**src/rtl/gaf_pkg.sv**
```systemverilog
package gaf_pkg;
    typedef enum logic [1:0] {
        ST_HEAD  = 2'd0,
        ST_MAP   = 2'd1,
        ST_LBL   = 2'd2,
        ST_DRAIN = 2'd3
    } gaf_state_e;
endpackage

```
**src/rtl/gaf_locator.sv**
```systemverilog
// Maps a device ID to the byte index and in-byte bit that carry its
// membership flag. The global position is ID+1, counted MSB-first.
module gaf_locator #(
    parameter int DATA_W = 8,
    parameter int IDX_W  = 7
) (
    input  logic [DATA_W-1:0]         id_i,
    output logic [IDX_W-1:0]          idx_o,
    output logic [$clog2(DATA_W)-1:0] bit_o
);
    localparam int BSH = $clog2(DATA_W);
    localparam logic [BSH-1:0] TOP_BIT = BSH'(DATA_W - 1);

    logic [DATA_W:0] pos;

    always_comb begin
        pos   = {1'b0, id_i} + (DATA_W+1)'(1);
        idx_o = IDX_W'(pos >> BSH);
        bit_o = TOP_BIT - pos[BSH-1:0];
    end
endmodule

```
**src/rtl/gaf_byte_counter.sv**
```systemverilog
// Index of the next byte within the packet. It saturates so that an
// overlong packet can never wrap back onto a target index.
module gaf_byte_counter #(
    parameter int W = 7
) (
    input  logic         clk,
    input  logic         rst_n,
    input  logic         load_i,
    input  logic         step_i,
    output logic [W-1:0] cnt_o
);
    localparam logic [W-1:0] CNT_MAX = '1;

    always_ff @(posedge clk) begin
        if (!rst_n) begin
            cnt_o <= '0;
        end else if (load_i) begin
            cnt_o <= W'(1);
        end else if (step_i && cnt_o != CNT_MAX) begin
            cnt_o <= cnt_o + W'(1);
        end
    end
endmodule

```
**src/rtl/grp_addr_filter.sv**
```systemverilog
module grp_addr_filter
    import gaf_pkg::*;
#(
    parameter int DATA_W = 8
) (
    input  logic              clk,
    input  logic              rst_n,
    input  logic              in_valid,
    output logic              in_ready,
    input  logic [DATA_W-1:0] in_data,
    input  logic              in_last,
    input  logic [DATA_W-1:0] node_id,
    output logic              hit_pulse
);
    localparam int BSH   = $clog2(DATA_W);
    localparam int IDX_W = DATA_W + 2 - BSH;

    gaf_state_e        state_q, state_d;
    logic [DATA_W-1:0] id_q;
    logic [DATA_W-2:0] lbl_q;
    logic              hit_q, hit_d;
    logic [IDX_W-1:0]  byte_cnt;
    logic [IDX_W-1:0]  cur_idx;
    logic [IDX_W-1:0]  tgt_idx;
    logic [BSH-1:0]    tgt_bit;
    logic [DATA_W-1:0] id_eff;
    logic [DATA_W-1:0] label_now;
    logic              accept, is_head, flag, bit_hit;

    assign in_ready  = 1'b1;
    assign accept    = in_valid;
    assign is_head   = (state_q == ST_HEAD);
    assign id_eff    = is_head ? node_id : id_q;
    assign cur_idx   = is_head ? '0 : byte_cnt;
    assign flag      = in_data[DATA_W-1];
    assign label_now = {lbl_q, in_data[DATA_W-1]};
    assign bit_hit   = (cur_idx == tgt_idx) && in_data[tgt_bit];

    gaf_locator #(.DATA_W(DATA_W), .IDX_W(IDX_W)) u_loc (
        .id_i  (id_eff),
        .idx_o (tgt_idx),
        .bit_o (tgt_bit)
    );

    gaf_byte_counter #(.W(IDX_W)) u_cnt (
        .clk    (clk),
        .rst_n  (rst_n),
        .load_i (accept && is_head),
        .step_i (accept && !is_head),
        .cnt_o  (byte_cnt)
    );

    // Next state and running decision
    always_comb begin
        state_d = state_q;
        hit_d   = hit_q;
        unique case (state_q)
            ST_HEAD: begin
                hit_d = !flag && bit_hit;
                if (accept && !in_last) state_d = flag ? ST_LBL : ST_MAP;
            end
            ST_MAP: begin
                hit_d = hit_q || bit_hit;
                if (accept && in_last) state_d = ST_HEAD;
            end
            ST_LBL: begin
                hit_d = (label_now == id_q);
                if (accept) state_d = in_last ? ST_HEAD : ST_DRAIN;
            end
            ST_DRAIN: begin
                if (accept && in_last) state_d = ST_HEAD;
            end
            default: state_d = ST_HEAD;
        endcase
    end

    // State register
    always_ff @(posedge clk) begin
        if (!rst_n) state_q <= ST_HEAD;
        else        state_q <= state_d;
    end

    // Outputs and captured packet fields
    always_ff @(posedge clk) begin
        if (!rst_n) begin
            hit_pulse <= 1'b0;
            hit_q     <= 1'b0;
            id_q      <= '0;
            lbl_q     <= '0;
        end else begin
            hit_pulse <= accept && in_last && hit_d;
            if (accept) hit_q <= hit_d;
            if (accept && is_head) begin
                id_q  <= node_id;
                lbl_q <= in_data[DATA_W-2:0];
            end
        end
    end
endmodule

```
**config.mk**
```make
export PLATFORM = sky130hd
export DESIGN_NAME = grp_addr_filter
export DESIGN_NICKNAME = d
export VERILOG_FILES = /design/src/rtl/gaf_pkg.sv /design/src/rtl/gaf_locator.sv /design/src/rtl/gaf_byte_counter.sv /design/src/rtl/grp_addr_filter.sv
export SDC_FILE = /design/constraint.sdc
export NUM_CORES = 1
export LEC_CHECK = 0
export CAP_MARGIN = 20
export CELL_PAD_IN_SITES_DETAIL_PLACEMENT = 0
export CELL_PAD_IN_SITES_GLOBAL_PLACEMENT = 2
export CORE_AREA = 2 2 72 74
export DETAILED_ROUTE_END_ITERATION = 12
export DIE_AREA = 0 0 74 76
export GPL_TIMING_DRIVEN = 0
export HOLD_SLACK_MARGIN = 0.06
export PLACE_DENSITY_LB_ADDON = 0.15
export SETUP_SLACK_MARGIN = 0.02
export SYNTH_ARGS = -nofsm -noshare
export SYNTH_HDL_FRONTEND = slang
export SYNTH_HIERARCHICAL = 1
export SYNTH_SLANG_ARGS = --single-unit
```
**constraint.sdc**
```tcl
create_clock -name clk -period 5.45 [get_ports clk]
set_input_delay 0.8175 -clock clk [delete_from_list [all_inputs] [get_ports clk]]
set_output_delay 0.8175 -clock clk [all_outputs]
set_load 0.05 [all_outputs]
```
==> impl_metrics.csv <==
group,metric,value,unit
floorplan,rows,26,
finish,design_area,1980,um2
grt,use_met2,23.5,%
clock_network,cts_hold_buffers,0,
clock_network,clkLatencyLatePin,0.28,ns
grt,antenna_found_initial,0,
critical_path,crit_fanout,10,
min_path,hold_class,"reg2reg",
clock_network,cts_setup_buffers,0,
clock_network,cts-resized-gates,0,
drt,dr.pass1.iters,4,
placement,placed_area,1940,um2
critical_path,worstReg2RegEnd,"hit_pulse",
finish,diodes,0,
sta,setup_viol,0,
sta,tightest_slew,0.674,ns
synthesis,ys_types,48,
synthesis,avgSynthCellArea,8.39,um2
min_path,hold_end,"lbl_q[6]",
finish,layout.nets,244,
critical_path,r2r_start,"state_q[0]",
sta,max-slew-margin-rel,55.0,%
job,max_cap_viol_count,0,
clock_network,numCtsBuffers,3,
critical_path,start_kind,"flop",
critical_path,crit_chain,"nor2_1 > clkbuf_1 > mux2_2 > ha_1 > and3_2 > and3_1 > nor4_1 > a21oi_1 > a2111oi_4 > a31oi_1 > nor3b_2",
sta,fmax,293,MHz
floorplan,core_area,4910,um2
synthesis,ys.flop_type,"dfxtp_1",
sta,min_period,3.41,ns
drt,drc,0,
critical_path,critical_path_required,5.66,ns
synthesis,synth_area,1650,um2
clock_network,cts_htree_levels,1,
finish,final-instance-count-excl-fill,290,
placement,io_buffer_count,20,
finish,final_cell_mix,"43 x nand2_1, 26 x dfxtp_1, 20 x clkdlybuf4s50_1",
critical_path,cp.arrival,3.63,ns
placement,dp_slack,2.07,ns
synthesis,ys_warn_count,6,
clock_network,cts_buffer_depth,2,
clock_network,clkTransAtPathRegs,0.09,ns
finish,final_common_cell,"nand2_1",
finish,syn_to_final_growth,19.9,%
critical_path,slowest_delay,0.48,ns
critical_path,critPathCaptureType,"flop",
critical_path,ff2ff_path_depth,11,
grt,grt_pass1_vias,1372,
clock_network,cts_sinks,26,
sta,setup_slack,2.04,ns
critical_path,rrSetupSlack,2.04,ns
drt,drtIter0Drc,69,
sta,slew_violations,0,
power_and_ir_drop,power.density,220,nW/um2
min_path,hp-start,"lbl_q[6]",
synthesis,syn_inst,197,
drt,viasPerCell,4.93,
finish,drive_gt1_share,12.3,%
drt,ant_nets,0,
floorplan,initial_utilization,33.6,%
grt,grt.busiest_layer,"met2",
drt,wl,4050,um
grt,grt_pass1_wl,6730,um
critical_path,slowest_stage,"clkbuf_1",
grt,globalRoute.totalOverflow,0,
grt,track_usage,15.4,%
sta,setup_tns,0,ns
power_and_ir_drop,cellLeakagePower,0.741,nW
sta,hold_ws,0.475,ns
synthesis,syn_nets,219,
grt,grt_max_degree,15,
sta,fin_skew,0.00555,ns
outcome,status,"complete, no violations",
drt,wl_per_cell,14.0,um
floorplan,fp.dieH,76,um
grt,met1_usage,21.9,%
clock_network,cts_tree,"done",
critical_path,crit_type,"reg2reg",
placement,gp_congestion,0.768,
sta,rsz0062_at_grt,"false",
floorplan,dieArea,5620,um2
placement,placed_cells,287,
synthesis,synth-seq-cells,26,
sta,hold_viol_final,0,
power_and_ir_drop,ir_drop,0.0918,mV
synthesis,seq_area_frac_synth,31.5,%
clock_network,root_buffer,"clkbuf_8",
synthesis,synth_edf_count,0,
sta,finalCritPeriodShare,62.6,%
placement,dp_hpwl,3110,um
floorplan,ioPinCount,22,
grt,grt_util_met3,2.12,%
min_path,whs_path_depth,2,
synthesis,async_flop_share,0,%
drt,dr_total_vias,1429,
floorplan,die_x,74,um
registers in the layout, indices dropped and copies added, names as in the netlist:
name,cells
hit_pulse,1
id_q,8
lbl_q,7
state_q,2
hit_q,1
u_cnt/cnt_o,7
worst max-delay path: cells and delay by family (launching register included):
family / cells / cell delay [ns]
AOI/OAI and AO/OA: 3 / 0.60
adders and majority gates: 1 / 0.23
buffers and inverters: 1 / 0.48
DFF: 1 / 0.40
muxes: 1 / 0.44
and+or+nand+nor: 5 / 1.18
stage by stage:
step / util [%] / total power, mW
floorplan: - / 0.289
global placement: 39.5 / 0.326
detailed placement: 39.5 / 0.327
CTS: 40.3 / 0.442
global route: 40.3 / 0.460
finish: 40.3 / 0.437
layout make-up:
type                       instances  area, um2
fill                             502       2930
inverter                           6       22.5
multi-input combinational        157       1060
buffer                             8       45.0
sequential                        26        520
tap                               70       87.6
clock buffer                       3       41.3
timing repair buffer              20        200
power by group:
part           switching [mW]  internal, mW  leakage, nW  total [mW]
Clock                  0.0647        0.0498       0.0216       0.115
Combinational          0.0579        0.0546        0.507       0.112
Sequential             0.0101         0.200        0.213       0.210
Total                   0.133         0.304        0.741       0.437
routing by layer:
metal	routed length [um]	share of wire, %
met1	2030	50
met2	1810	45
met3	126	3.1
met4	80	2.0
met5	0	0
cells in the mapped netlist (2+ instances only):
cell type | n | area share, %
conb_1 | 2 | 0.45
a21boi_1 | 9 | 4.1
xor2_1 | 10 | 5.3
nor3_1 | 3 | 0.91
nor2b_1 | 2 | 0.76
and3_1 | 4 | 1.5
a21oi_1 | 6 | 1.8
nand2_1 | 43 | 9.8
nor4_1 | 3 | 1.1
mux2i_1 | 5 | 3.0
o21ai_0 | 3 | 0.91
dfxtp_1 | 26 | 31
mux2_2 | 8 | 5.5
o32ai_1 | 2 | 1.1
clkbuf_1 | 4 | 0.91
xnor2_1 | 7 | 3.7
ha_1 | 2 | 1.5
nor2_1 | 9 | 2.0
inv_1 | 5 | 1.1
a21boi_0 | 6 | 2.7
a31oi_1 | 6 | 2.3
nor4bb_1 | 2 | 1.2
nand2b_1 | 2 | 0.76
buf_4 | 4 | 1.8
logic make-up after synthesis:
kind of cell               share of synthesized area, %
buffers and inverters                              4.09
xor gates and xnor gates                           9.01
and+or+nand+nor                                    25.1
AOI/OAI and AO/OA                                  18.5
muxes                                              9.84
DFF                                                31.5
other                                             0.454
adders and majority gates                          1.51
worst max path at each step:
stage                    start   endpoint  slack (ns)  cells after the start
finish              state_q[0]  hit_pulse        2.04                     11
global route        state_q[0]  hit_pulse        1.81                     11
CTS                 state_q[0]  hit_pulse        2.04                     11
detailed placement  state_q[0]  hit_pulse        2.07                     11
global placement    state_q[0]  hit_pulse        2.11                     11
floorplan           state_q[0]  hit_pulse        2.49                     11
Power figures use the tool's default switching activity.
